## src/rtl/spi_mf_pkg.sv

```systemverilog
package spi_mf_pkg;
  localparam int unsigned SIO_MODE_W = 3;
  localparam int unsigned SYNC_STAGES = 2;

  typedef enum logic [1:0] {
    ROLE_OFF    = 2'd0,
    ROLE_MASTER = 2'd1,
    ROLE_SLAVE  = 2'd2
  } role_e;
endpackage

```

## src/rtl/spi_mf_sync.sv

```systemverilog
module spi_mf_sync #(
  parameter int unsigned STAGES  = 2,
  parameter logic        RST_VAL = 1'b1
) (
  input  logic clk_i,
  input  logic rst_ni,
  input  logic d_i,
  output logic q_o
);
  logic [STAGES-1:0] pipe_q;

  always_ff @(posedge clk_i or negedge rst_ni) begin
    if (!rst_ni) pipe_q <= {STAGES{RST_VAL}};
    else         pipe_q <= {pipe_q[STAGES-2:0], d_i};
  end

  assign q_o = pipe_q[STAGES-1];
endmodule

```

## src/rtl/spi_mf_role.sv

```systemverilog
module spi_mf_role
  import spi_mf_pkg::*;
(
  input  logic  spi_en_i,
  input  logic  clk_dir_i,
  input  logic  fault_i,
  input  logic  hold_slave_i,
  input  logic  ss_assigned_i,
  input  logic  ss_sync_i,
  output role_e role_o,
  output logic  ss_sel_o
);
  always_comb begin
    if (!spi_en_i)                                   role_o = ROLE_OFF;
    else if (clk_dir_i && !fault_i && !hold_slave_i) role_o = ROLE_MASTER;
    else                                             role_o = ROLE_SLAVE;
  end

  // unassigned pin: negated as master, selected as slave
  assign ss_sel_o = ss_assigned_i ? ~ss_sync_i : (role_o == ROLE_SLAVE);
endmodule

```

## src/rtl/spi_mf_fault.sv

```systemverilog
module spi_mf_fault
  import spi_mf_pkg::*;
(
  input  logic                  clk_i,
  input  logic                  rst_ni,
  input  logic                  spi_en_i,
  input  logic                  ss_assigned_i,
  input  role_e                 role_i,
  input  logic                  ss_sel_i,
  input  logic                  xfer_active_i,
  input  logic [SIO_MODE_W-1:0] sio_mode_i,
  input  logic                  rx_en_i,
  input  logic                  cts_sel_i,
  output logic                  fault_o,
  output logic                  irq_o,
  output logic                  hold_slave_o
);
  logic fault_q, irq_q, hold_q;
  logic det, clr;

  always_comb begin
    det = spi_en_i && ss_assigned_i && !fault_q &&
          (((role_i == ROLE_MASTER) && ss_sel_i) ||
           ((role_i == ROLE_SLAVE) && xfer_active_i && !ss_sel_i));
    clr = fault_q && (sio_mode_i == '0) && !rx_en_i;
  end

  always_ff @(posedge clk_i or negedge rst_ni) begin
    if (!rst_ni) begin
      fault_q <= 1'b0;
      irq_q   <= 1'b0;
      hold_q  <= 1'b0;
    end else begin
      irq_q <= det;
      if (det)      fault_q <= 1'b1;
      else if (clr) fault_q <= 1'b0;
      if (clr && cts_sel_i) hold_q <= 1'b1;
      else if (!spi_en_i)   hold_q <= 1'b0;
    end
  end

  assign fault_o      = fault_q;
  assign irq_o        = irq_q;
  assign hold_slave_o = hold_q;

  p_irq_single_r6: assert property (@(posedge clk_i) disable iff (!rst_ni)
    irq_q |=> !irq_q);
  p_irq_on_entry_r6: assert property (@(posedge clk_i) disable iff (!rst_ni)
    $rose(irq_q) |-> $rose(fault_q));
  p_fault_sticky_r7: assert property (@(posedge clk_i) disable iff (!rst_ni)
    fault_q && !((sio_mode_i == '0) && !rx_en_i) |=> fault_q);
  p_fault_clear_r7: assert property (@(posedge clk_i) disable iff (!rst_ni)
    fault_q && (sio_mode_i == '0) && !rx_en_i |=> !fault_q);
  p_no_eval_off_r10: assert property (@(posedge clk_i) disable iff (!rst_ni)
    !spi_en_i && !fault_q |=> !fault_q);
  p_no_eval_unassigned_r9: assert property (@(posedge clk_i) disable iff (!rst_ni)
    !ss_assigned_i && !fault_q |=> !fault_q);
endmodule

```

## src/rtl/spi_mode_fault.sv

```systemverilog
module spi_mode_fault
  import spi_mf_pkg::*;
(
  input  logic                  clk_i,
  input  logic                  rst_ni,
  input  logic                  spi_en_i,
  input  logic                  clk_dir_i,
  input  logic [SIO_MODE_W-1:0] sio_mode_i,
  input  logic                  rx_en_i,
  input  logic                  ss_assigned_i,
  input  logic                  cts_sel_i,
  input  logic                  ss_pin_i,
  input  logic                  xfer_active_i,
  output logic                  role_master_o,
  output logic                  role_slave_o,
  output logic                  clk_oe_o,
  output logic                  mosi_oe_o,
  output logic                  miso_oe_o,
  output logic                  fault_o,
  output logic                  rx_irq_o
);
  logic  ss_sync, ss_sel, fault, hold_slave;
  role_e role;

  spi_mf_sync #(.STAGES(SYNC_STAGES), .RST_VAL(1'b1)) i_sync (
    .clk_i (clk_i),
    .rst_ni(rst_ni),
    .d_i   (ss_pin_i),
    .q_o   (ss_sync)
  );

  spi_mf_role i_role (
    .spi_en_i     (spi_en_i),
    .clk_dir_i    (clk_dir_i),
    .fault_i      (fault),
    .hold_slave_i (hold_slave),
    .ss_assigned_i(ss_assigned_i),
    .ss_sync_i    (ss_sync),
    .role_o       (role),
    .ss_sel_o     (ss_sel)
  );

  spi_mf_fault i_fault (
    .clk_i        (clk_i),
    .rst_ni       (rst_ni),
    .spi_en_i     (spi_en_i),
    .ss_assigned_i(ss_assigned_i),
    .role_i       (role),
    .ss_sel_i     (ss_sel),
    .xfer_active_i(xfer_active_i),
    .sio_mode_i   (sio_mode_i),
    .rx_en_i      (rx_en_i),
    .cts_sel_i    (cts_sel_i),
    .fault_o      (fault),
    .irq_o        (rx_irq_o),
    .hold_slave_o (hold_slave)
  );

  assign role_master_o = (role == ROLE_MASTER);
  assign role_slave_o  = (role == ROLE_SLAVE);
  assign clk_oe_o      = role_master_o;
  assign mosi_oe_o     = role_master_o;
  assign miso_oe_o     = role_slave_o && ss_sel && !fault;
  assign fault_o       = fault;

  p_role_excl_r1: assert property (@(posedge clk_i) disable iff (!rst_ni)
    !(role_master_o && role_slave_o));
  p_fault_drivers_r5: assert property (@(posedge clk_i) disable iff (!rst_ni)
    fault_o |-> !clk_oe_o && !mosi_oe_o && !miso_oe_o);
  p_fault_slave_r5: assert property (@(posedge clk_i) disable iff (!rst_ni)
    fault_o && spi_en_i |-> role_slave_o);
  p_miso_slave_only_r11: assert property (@(posedge clk_i) disable iff (!rst_ni)
    miso_oe_o |-> role_slave_o && !fault_o);
endmodule

```

## config.mk

```make
export PLATFORM = sky130hd
export DESIGN_NAME = spi_mode_fault
export DESIGN_NICKNAME = d
export VERILOG_FILES = /design/src/rtl/spi_mf_pkg.sv /design/src/rtl/spi_mf_sync.sv /design/src/rtl/spi_mf_role.sv /design/src/rtl/spi_mf_fault.sv /design/src/rtl/spi_mode_fault.sv
export SDC_FILE = /design/constraint.sdc
export NUM_CORES = 1
export LEC_CHECK = 0
export BUFFER_PORTS_ARGS = -buffer_cell sky130_fd_sc_hd__buf_4
export CAP_MARGIN = 20
export CORE_AREA = 2 2 39 41
export DETAILED_ROUTE_END_ITERATION = 10
export DIE_AREA = 0 0 41 43
export SLEW_MARGIN = 25
export SYNTH_ARGS = -nofsm -noshare
export SYNTH_HDL_FRONTEND = slang
export SYNTH_SLANG_ARGS = --single-unit
export TNS_END_PERCENT = 100
```

## constraint.sdc

```tcl
create_clock -name clk_i -period 3.1 [get_ports clk_i]
set_input_delay 0.31 -clock clk_i [delete_from_list [all_inputs] [get_ports clk_i]]
set_output_delay 0.31 -clock clk_i [all_outputs]
set_load 0.02 [all_outputs]
```

After elaboration in Yosys (flattened, before gate mapping)
Cells that the tools add are included.
{"block": "word_totals", "regBits": 5, "latchBits": 0, "ram_bits": 0, "rom_bits": 0, "out_inout_bits": 7, "word_cells": 35, "n_memories": 0}
{"block": "classes", "addsub": 0, "n_mul": 0, "div": 0, "magnitude_cmp": 0, "n_eq_ne": 3, "shift": 0, "muxes": 7, "bitwise": 1, "reduce_logical": 20}
{"cell": "logical AND 1 bit", "n": 13}
{"cell": "2-to-1 mux 1 bit", "n": 5}
{"cell": "zero test 1 bit", "n": 4}
{"cell": "2-to-1 mux 2 bit", "n": 2}
{"cell": "zero test 3 bit", "n": 1}
{"cell": "== test 2 x 1 -> 1 bit (second input constant)", "n": 1}
{"cell": "== test 2 bit (second input constant)", "n": 1}
{"cell": "inequality test 2 x 1 -> 1 bit (second input constant)", "n": 1}
{"cell": "nonzero test 2 bit", "n": 1}
{"cell": "logical OR 1 bit", "n": 1}
{"cell": "inverter 1 bit", "n": 1}

Depth between registers and ports, before layout
Gate-level depths: netlist of run 1.
{"block": "logic_depth", "word_depth": 12, "ltp_mapped": 3, "depth_no_buf": 3}

By module
A second synthesis of run 1 with hierarchy kept.
{"block": "unflattened", "hier_cells": 23, "area_unflattened_um2": 281.5}
{"mod": "spi_mf_fault", "n_inst": 1, "cells_each": 10, "area_each_um2": 146.4, "seq_area_each_um2": 75.1}
{"mod": "spi_mf_sync", "n_inst": 1, "cells_each": 2, "area_each_um2": 52.6, "seq_area_each_um2": 52.6}
{"mod": "spi_mf_role", "n_inst": 1, "cells_each": 6, "area_each_um2": 41.3, "seq_area_each_um2": 0.0}
{"mod": "spi_mode_fault", "n_inst": 1, "cells_each": 5, "area_each_um2": 41.3, "seq_area_each_um2": 0.0}

Worst setup path after synthesis of run 1
Ideal clock, no wire load.
{"block": "synth_path", "path_type": "flip-flop to output port", "start": "reg i_fault.fault_q (netlist: i_fault.fault_o)", "end": "out mosi_oe_o", "arrival_ns": 1.413, "required_ns": 2.790, "slack_ns": 1.377, "stages_incl_launch_ff": 3, "n_path_buf": 1, "cell_sequence": "dfrtp_1 > nor3b_1 > buf_4"}
{"block": "synth_between", "elab_chain_cells": 6}
{"item": "start, declared", "line_no": "spi_mf_fault.sv:18", "text": "logic fault_q, irq_q, hold_q;"}
{"item": "start signal, assigned", "line_no": "spi_mf_fault.sv:30", "text": "fault_q <= 1'b0;"}
{"item": "start signal, assigned", "line_no": "spi_mf_fault.sv:35", "text": "if (det) fault_q <= 1'b1;"}
{"item": "start signal, assigned", "line_no": "spi_mf_fault.sv:36", "text": "else if (clr) fault_q <= 1'b0;"}
{"item": "zero test 1 bit", "line_no": "spi_mf_role.sv:15", "text": "else if (clk_dir_i && !fault_i && !hold_slave_i) role_o = ROLE_MASTER;"}
{"item": "logical AND 1 bit (2 in a row)", "line_no": "spi_mf_role.sv:15"}
{"item": "2-to-1 mux 2 bit", "line_no": "spi_mf_role.sv:15"}
{"item": "2-to-1 mux 2 bit", "line_no": "spi_mf_role.sv:14", "text": "if (!spi_en_i) role_o = ROLE_OFF;"}
{"item": "== test 2 x 1 -> 1 bit", "line_no": "spi_mode_fault.sv:59", "text": "assign role_master_o = (role == ROLE_MASTER);"}
{"item": "end, declared", "line_no": "spi_mode_fault.sv:17", "text": "output logic mosi_oe_o,"}
Every way passes these cells.

Worst setup path after layout of run 1
{"block": "layout_path", "start": "reg i_fault.hold_q (netlist: i_fault.hold_slave_o)", "end": "out mosi_oe_o"}
{"block": "layout_between", "elab_chain_cells": 5}
{"item": "start, declared", "line_no": "spi_mf_fault.sv:18"}
{"item": "start signal, assigned", "line_no": "spi_mf_fault.sv:32", "text": "hold_q <= 1'b0;"}
{"item": "start signal, assigned", "line_no": "spi_mf_fault.sv:37", "text": "if (clr && cts_sel_i) hold_q <= 1'b1;"}
{"item": "start signal, assigned", "line_no": "spi_mf_fault.sv:38", "text": "else if (!spi_en_i) hold_q <= 1'b0;"}
{"item": "zero test 1 bit", "line_no": "spi_mf_role.sv:15"}
{"item": "logical AND 1 bit", "line_no": "spi_mf_role.sv:15"}
{"item": "2-to-1 mux 2 bit", "line_no": "spi_mf_role.sv:15"}
{"item": "2-to-1 mux 2 bit", "line_no": "spi_mf_role.sv:14"}
{"item": "== test 2 x 1 -> 1 bit", "line_no": "spi_mode_fault.sv:59"}
Every way passes these cells.

==> impl_metrics.json, run 1 <==
{
  "drv_slew": 0,
  "worstMarginPinSlew_ps": 333,
  "area_growth_pct": 69.8,
  "crit_path_end_kind": "output port",
  "grtUsageMet1_pct": 8.82,
  "report.final.hold_viol_count": 0,
  "htree_levels": 1,
  "r2r_cells": 3,
  "post_synth_fa_ha_maj_area_fraction_pct": 0,
  "r2r_end": "i_fault.fault_o",
  "finalSetupTns_ps": 0,
  "die_area_um2": 1760,
  "regToRegSetupSlack_ps": 2030,
  "grt_pass1_vias": 215,
  "power_density_nw_per_um2": 524,
  "p_leak_uw": 0.000214,
  "top_usage_layer": "met1",
  "die_h_um": 43,
  "placed_area_um2": 393,
  "finalCriticalPeriod_ps": 1590,
  "met3_usage_pct": 3.66,
  "cts_resized": 0,
  "synthesis.area_um2": 253,
  "num_rows": 14,
  "synthCells": 20,
  "min_delay_path_depth": 1,
  "yosysWarnings": 0,
  "peakVddDrop_uv": 249,
  "cts_sinks": 5,
  "synthMuxAreaShare_pct": 5.94,
  "port_buffers": 18,
  "synthXorXnorAreaFrac_pct": 0,
  "wl_um": 583,
  "required_ps": 2790,
  "cp.arrival_ps": 1280,
  "design_area_um2": 429,
  "path_max_fanout": 4,
  "layout_common_cells": "buf_4, clkbuf_4, dfrtp_1, nand2_1, dfstp_2",
  "yosysUniqueCellTypes": 15,
  "core_um2": 1380,
  "yosys.area.top_type": "dfrtp_1",
  "wl_per_cell_um": 10.2,
  "fin_util_pct": 31.0,
  "final_cells": 57,
  "final_common_cell": "buf_4",
  "dpl.hpwl_um": 492,
  "status": "finished, final reports clean",
  "grt_max_degree": 6,
  "drt-pass1-iter-count": 4,
  "start_util_pct": 18.3,
  "via_count": 237,
  "grt_overflow": 0,
  "synthTopCellsByArea": "dfrtp_1, dfstp_2, buf_4",
  "layout-drive-gt1-share_pct": 70.7,
  "cts_tree": "done",
  "hold_path_startpoint": "ss_pin_i",
  "track_usage_pct": 7.16,
  "cts_buffer_depth": 2,
  "seq_area_frac_synth_pct": 50.5,
  "gp_congestion": 0.580,
  "yosysTopAreaCellShare_pct": 29.7,
  "die_w_um": 41,
  "r2r-start": "i_sync.pipe_q[1]",
  "period_share_pct": 51.4,
  "relSlewSlack_pct": 77.8,
  "num_antenna_cells": 0,
  "max_freq_mhz": 628,
  "drtIter0Drc": 3,
  "synth_simple_gate_area_share_pct": 23.8,
  "final-setup-viol-count": 0,
  "worstSkewPairLatency_ps": 230,
  "grt_first_pass_wirelength_um": 807,
  "dp.cells": 52,
  "syn-num-nets": 32,
  "path_class": "register to output port",
  "drc_errors": 0,
  "grt_antenna_before_repair": 0,
  "cts_root_buffer": "clkbuf_4",
  "ys_ff_latch": 5,
  "io-pin-count": 19,
  "cts_inserted_buffers": 3,
  "hold_class": "primary input to register",
  "synth_top_family_by_area": "simple AND/OR/NAND/NOR gates",
  "detail-route-antenna-nets": 0,
  "rsz0062_at_grt": "false",
  "start_kind": "register",
  "met2_usage_pct": 8.75,
  "syn_avg_cell_area_um2": 12.6,
  "cap_violations": 0,
  "vias_per_cell": 4.16,
  "synth_compound_area_share_pct": 12.4,
  "final_nets": 54,
  "fin_skew_ps": 0.191,
  "path_clk_slew_ps": 40,
  "hold_end": "i_sync.pipe_q[0]"
}
-- how the worst max path moves through the flow --
stage	startpoint	end	slack, ps
2_1_floorplan	i_fault.fault_o	mosi_oe_o	1380
6_report	i_fault.hold_slave_o	mosi_oe_o	1510
5_1_grt	i_fault.hold_slave_o	mosi_oe_o	1410
3_5_place_dp	i_fault.hold_slave_o	clk_oe_o	1760
3_3_place_gp	i_fault.hold_slave_o	clk_oe_o	1780
4_1_cts	i_fault.hold_slave_o	clk_oe_o	1490
-- sequential cells by signal, summed over array words and instances (netlist names) --
name / cells
i_sync.pipe_q: 2
i_fault.fault_o: 1
i_fault.hold_slave_o: 1
i_fault.irq_o: 1
-- per-stage QoR --
stage                     setup slack (ps)  hold WS (ps)  power (uW)
after floorplan                       1380          14.4         120
after global placement                1780           112         152
after detailed placement              1760           116         153
after CTS                             1490           168         230
after global routing                  1410           171         240
final                                 1510           179         225
-- power by group --
part,internal (uW),switching (uW)
sequential,73.5,6.95
combinational,35.5,36.2
clock,48.5,24.4
total,158,67.5
-- final cells by class --
class / count / area (um^2)
inverters: 1 / 3.75
repair buffers: 19 / 145
clock buffers: 4 / 26.3
multi-input cells: 12 / 106
flip-flops and latches: 5 / 128
well taps: 16 / 20.0
fillers: 144 / 955
-- critical path: stages (launching register included) --
cell	delay, ps
dfrtp_1	370
nand2b_4	160
nor3b_1	310
buf_4	210
-- cell usage after synthesis, drive strengths merged --
master  instances
dfrtp           3
buf             2
dfstp           2
nand2           2
a32o            1
and4            1
inv             1
mux2            1
nand2b          1
nand3           1
nor2            1
nor3b           1
nor4            1
o21a            1
o22ai           1
-- metal layers --
metal | part of all wire [%] | vias to the layer above | routed length [um]
li1 | - | 115 | -
met1 | 41 | 101 | 240
met4 | 0 | 0 | 0
met3 | 21 | 0 | 121
met5 | 0 | - | 0
met2 | 38 | 21 | 221
-- logic make-up (layout without fill, tap and decap cells) --
group / after synthesis / in the layout
muxes: 1 / 1
buffers and inverters: 3 / 24
AOI/OAI and AO/OA: 3 / 3
and+or+nand+nor: 8 / 8
DFF: 5 / 5
-- what timing repair did --
| item | CTS | global route |
|---|---|---|
| endpoints found under the hold margin | 3 | 0 |
| setup buffers | 0 | 0 |
| hold buffers | 1 | 0 |
Note: power is estimated with default switching activity, not from simulation.
==> run 2: changes to the inputs <==
ABC_AREA = 1   (was not set)
clock period = 1.4 ns   (was 3.1 ns; I/O delays follow)
==> impl_metrics.json, run 2 <==
{
  "worstMarginPinSlew_ps": 171,
  "start_kind": "register",
  "yosys.area.top_type": "dfrtp_1",
  "finalSetupTns_ps": 0,
  "yosysMostFrequentCell": "inv_1",
  "largest_register_ffs": 2,
  "via_count": 289,
  "wl_um": 584,
  "final_common_cell": "buf_4",
  "multi_input_comb_area_um2": 101,
  "cts_inserted_buffers": 3,
  "whs_ps": 133,
  "synth_edf_count": 0,
  "path_class": "register to output port",
  "syn-num-nets": 47,
  "dpl.hpwl_um": 484,
  "htree_levels": 1,
  "relSlewSlack_pct": 88.6,
  "grt_pass1_vias": 245,
  "yosysUniqueCellTypes": 14,
  "report.final.hold_viol_count": 0,
  "status": "finished, final reports clean",
  "drt-pass1-iter-count": 2,
  "cts_root_buffer": "clkbuf_4",
  "die_area_um2": 1760,
  "detail-route-antenna-nets": 0,
  "track_usage_pct": 7.70,
  "p_leak_uw": 0.000263,
  "r2r-start": "i_fault.fault_o",
  "synthesis.area_um2": 270,
  "period_share_pct": 95.4,
  "final_nets": 71,
  "fin_skew_ps": 0.525,
  "seq_area_frac_synth_pct": 47.2,
  "min_delay_path_depth": 3,
  "largest-register": "i_sync.pipe_q",
  "ys_ff_latch": 5,
  "grt_overflow": 0,
  "drtIter0Drc": 1,
  "start_util_pct": 19.5,
  "cts_sinks": 5,
  "ff_latch_area_um2": 128,
  "drc_errors": 0,
  "io-pin-count": 19,
  "nFillCells": 148,
  "hold_class": "primary input to register",
  "die_w_um": 41,
  "async_flop_share_pct": 100,
  "num_antenna_cells": 0,
  "ys_top_cells_by_count": "inv_1, nand2_1, dfrtp_1, nor2_1",
  "peakVddDrop_uv": 355,
  "cts_buffer_depth": 2,
  "yosysWarnings": 0,
  "required_ps": 1260,
  "grt_max_degree": 6,
  "cp.arrival_ps": 1200,
  "core_um2": 1380,
  "synthCells": 35,
  "die_h_um": 43,
  "final-setup-viol-count": 0,
  "gp_congestion": 0.705,
  "wl_per_cell_um": 7.89,
  "drv_slew": 0,
  "worstSkewPairLatency_ps": 230,
  "r2r_cells": 8,
  "regToRegSetupSlack_ps": 330,
  "layout-drive-gt1-share_pct": 51.7,
  "max_freq_mhz": 749,
  "area_growth_pct": 74.5,
  "layout_common_cells": "buf_4, inv_1, nand2_1, clkbuf_4, dfrtp_1",
  "port_buffers": 18,
  "num_rows": 14,
  "cap_violations": 0,
  "finalCriticalPeriod_ps": 1340,
  "yosysTopAreaCellShare_pct": 27.8,
  "hold_end": "i_fault.hold_slave_o",
  "cts_tree": "done",
  "hold_path_startpoint": "cts_sel_i",
  "path_clk_slew_ps": 40,
  "path_max_fanout": 5,
  "ys_dominant_reg_cell": "dfrtp_1",
  "synthTopCellsByArea": "dfrtp_1, dfstp_2, inv_1",
  "syn_avg_cell_area_um2": 7.72,
  "vias_per_cell": 3.91,
  "r2r_end": "i_fault.fault_o",
  "grt_antenna_before_repair": 0,
  "power_density_nw_per_um2": 1100,
  "crit_path_end_kind": "output port",
  "grt_first_pass_wirelength_um": 883
}
[run 2: changes by cell type after synthesis, moves of 2 or more]
| cell | previous run | this run |
|---|---|---|
| inv_1 | 1 | 8 |
| o21ai_0 | 0 | 2 |
| nand2_1 | 2 | 6 |
| nor3_1 | 0 | 2 |
| nor2_1 | 1 | 3 |
[run 2: routing by layer]
layer  track usage, %  wire length (um)
met5                0                 0
met4             8.00                 0
met3             2.09                68
met2             12.2               293
met1             6.95               221
[run 2: worst max-delay path, stage by stage (launching register included)]
cell and delay, ps:
dfrtp_1 410, inv_2 60, nand3_2 90, nand2_2 80, a211oi_2 150, buf_4 170
[run 2: layout make-up]
cell class	count	area share [%]
Timing Repair Buffer	21	34.5
Tap cell	16	4.24
Multi-Input combinational cell	19	21.5
Inverter	9	7.16
Sequential cell	5	27.1
Clock buffer	4	5.57
[run 2: per-stage QoR]
stage / util [%] / total power (uW) / cell area [um^2] / std cells / setup WS [ps]
final: 34.1 / 521 / 472 / 74 / 64.9
after global routing: 34.1 / 558 / 472 / 74 / -11.9
after CTS: 33.0 / 516 / 457 / 73 / 7.85
after detailed placement: 29.7 / 343 / 410 / 67 / 257
after global placement: 29.7 / 341 / 410 / 67 / 292
after floorplan: - / 271 / 270 / 35 / 6.04
[run 2: what timing repair did]
action,4_1_cts,5_1_grt
hold buffers,2,0
setup buffers,0,1
hold endpoints to repair,6,0
setup endpoints to repair,0,4
gates resized for setup,0,2
[run 2: report_power, final]
part | leakage, uW | internal [uW] | switching [uW] | total, uW
registers | 0.0000615 | 162 | 14.9 | 176
logic | 0.000187 | 89.6 | 96.7 | 186
clock network | 0.0000150 | 107 | 50.8 | 158
[run 2: how the worst max path moves through the flow]
| stage | to | start | cells past startpoint |
|---|---|---|---|
| after floorplan | mosi_oe_o | i_fault.fault_o | 4 |
| after global placement | miso_oe_o | i_fault.fault_o | 5 |
| after detailed placement | i_fault.fault_o | i_fault.fault_o | 7 |
| after CTS | clk_oe_o | i_fault.fault_o | 4 |
| after global routing | miso_oe_o | i_fault.fault_o | 5 |
| final | miso_oe_o | i_fault.fault_o | 5 |
[run 2: cell families (layout without fill, tap and decap cells)]
logic type / after synthesis / after routing / share of synthesized area (%)
flip-flops: 5 / 5 / 47.2
buffers and inverters: 11 / 34 / 18.1
AO/OA/AOI/OAI: 3 / 3 / 6.48
AND/OR/NAND/NOR: 16 / 16 / 28.2
==> run 3: changes to the inputs <==
==> constraint.sdc (replaced) <==
create_clock -name clk_i -period 1.4 [get_ports clk_i]
set_input_delay 0.14 -clock clk_i [delete_from_list [all_inputs] [get_ports clk_i]]
set_output_delay 0.14 -clock clk_i [all_outputs]
set_load 0.005 [all_outputs]
==> impl_metrics.json, run 3 (synthesis gave the netlist of run 2 again) <==
{
  "cts_buffer_depth": 2,
  "grt_first_pass_wirelength_um": 883,
  "crit_start": "i_fault.fault_o",
  "r2r-start": "i_fault.fault_o",
  "gp_congestion": 0.705,
  "p_total_uw": 467,
  "track_usage_pct": 7.70,
  "power_density_nw_per_um2": 1020,
  "dpl.hpwl_um": 484,
  "wl_per_cell_um": 7.64,
  "grt_pass1_vias": 245,
  "via_count": 286,
  "placed_area_um2": 410,
  "swShare_pct": 26.3,
  "path_class": "register to output port",
  "cp.arrival_ps": 1160,
  "dpl_worst_slack_ps": 257,
  "vias_per_cell": 3.92,
  "cts_setup_buffers": 0,
  "p_switching_uw": 123,
  "largest-register": "i_sync.pipe_q",
  "cts_root_buffer": "clkbuf_4",
  "io-pin-count": 19,
  "p_comb_share_pct": 28.8,
  "slowest_stage": "dfrtp_1",
  "path_delay_family": "flip-flops",
  "p_leak_uw": 0.000257,
  "drc_errors": 0,
  "design_area_um2": 459,
  "crit_path_end_kind": "output port",
  "area_growth_pct": 69.9,
  "htree_levels": 1,
  "num_antenna_cells": 0,
  "finalCriticalPeriod_ps": 1300,
  "layout-drive-gt1-share_pct": 49.1,
  "fin_skew_ps": 0.525,
  "grt_antenna_before_repair": 0,
  "die_w_um": 41,
  "final-setup-viol-count": 0,
  "grt_max_degree": 6,
  "grt_overflow": 0,
  "drt-pass1-iter-count": 2,
  "final_nets": 70,
  "period_share_pct": 92.8,
  "final_common_cell": "buf_4",
  "hold_class": "primary input to register",
  "path_cells": "inv_2, nand3_2, nand2_2, a211oi_1, buf_4",
  "max_freq_mhz": 769,
  "worstMarginPinSlew_ps": 177,
  "worstSkewPairLatency_ps": 230,
  "drv_slew": 0,
  "cpPeakStageDelay_ps": 400,
  "cp_num_buf_inv": 2,
  "report.final.hold_viol_count": 0,
  "detail-route-antenna-nets": 0,
  "layout_common_cells": "buf_4, inv_1, nand2_1, clkbuf_4, dfrtp_1",
  "path_max_fanout": 5,
  "seqPwrFrac_pct": 37.4,
  "num_rows": 14,
  "status": "finished, final reports clean",
  "cts_tree": "done",
  "finalSetupTns_ps": 0,
  "peakVddDrop_uv": 332,
  "start_util_pct": 19.5,
  "p_clk_share_pct": 33.8,
  "path_clk_slew_ps": 40,
  "die_area_um2": 1760,
  "cts_sinks": 5,
  "intPower_uw": 344,
  "required_ps": 1260,
  "hold_path_startpoint": "cts_sel_i",
  "cap_violations": 0,
  "largest_register_ffs": 2,
  "drtIter0Drc": 1,
  "port_buffers": 18,
  "relSlewSlack_pct": 88.1,
  "start_kind": "register",
  "wl_um": 558,
  "cts_inserted_buffers": 3,
  "rsz0062_at_grt": "false",
  "whs_ps": 133,
  "die_h_um": 43,
  "setup_ws_ps": 100,
  "core_um2": 1380
}
==> run 3: cell types whose count changed in the layout (fill, tap and decap cells not counted) <==
| cell | before | now |
|---|---|---|
| a211oi_1 | 0 | 1 |
| a211oi_2 | 1 | 0 |
| buf_4 | 19 | 18 |
==> run 3: routing by layer <==
metal  track usage (%)  wire, um  share of wire, %
met3              2.09        69                12
met5                 0         0                 0
met2              12.2       270                48
met1              6.95       217                39
met4              8.00         0                 0
==> run 3: power groups by stage <==
stage | combinational, uW | sequential (uW) | clock [uW]
2_1_floorplan | 60.4 | 177 | 0
3_3_place_gp | 130 | 176 | 0
3_5_place_dp | 131 | 177 | 0
4_1_cts | 135 | 175 | 170
5_1_grt | 152 | 178 | 174
6_report | 134 | 175 | 158
==> run 3: per-stage QoR <==
stage	util, %	std cells
after floorplan	-	35
after detailed placement	29.7	67
after global routing	33.2	73
after CTS	33.0	73
final	33.2	73
after global placement	29.7	67
==> run 3: final timing paths <==
| check | end | slack [ps] | cells after the start |
|---|---|---|---|
| max | miso_oe_o | 100 | 5 |
| min in group asynchronous | i_fault.irq_o | 240 | 2 |
| min | i_fault.hold_slave_o | 130 | 3 |
| min reg2reg | i_sync.pipe_q[1] | 350 | 0 |
| max reg2reg | i_fault.fault_o | 350 | 7 |
| max in group asynchronous | i_sync.pipe_q[1] | 970 | 2 |
==> run 3: layout make-up <==
cell class | instances | area [um^2]
Tap cell | 16 | 20.0
Inverter | 9 | 33.8
Fill cell | 150 | 925
Timing Repair Buffer | 20 | 155
Multi-Input combinational cell | 19 | 96.3
Clock buffer | 4 | 26.3
Sequential cell | 5 | 128
==> run 3: repair_timing <==
item | 4_1_cts | 5_1_grt
hold buffers | 2 | 0
resized for setup | 0 | 1
endpoints found under the setup margin | 0 | 3
hold endpoints to repair | 6 | 0
==> run 3: worst reg2reg max path: cells and delay by family (launching register included) <==
family                 cells  cell delay [ps]
DFF                        1              410
and+or+nand+nor            6              500
buffers and inverters      1               80
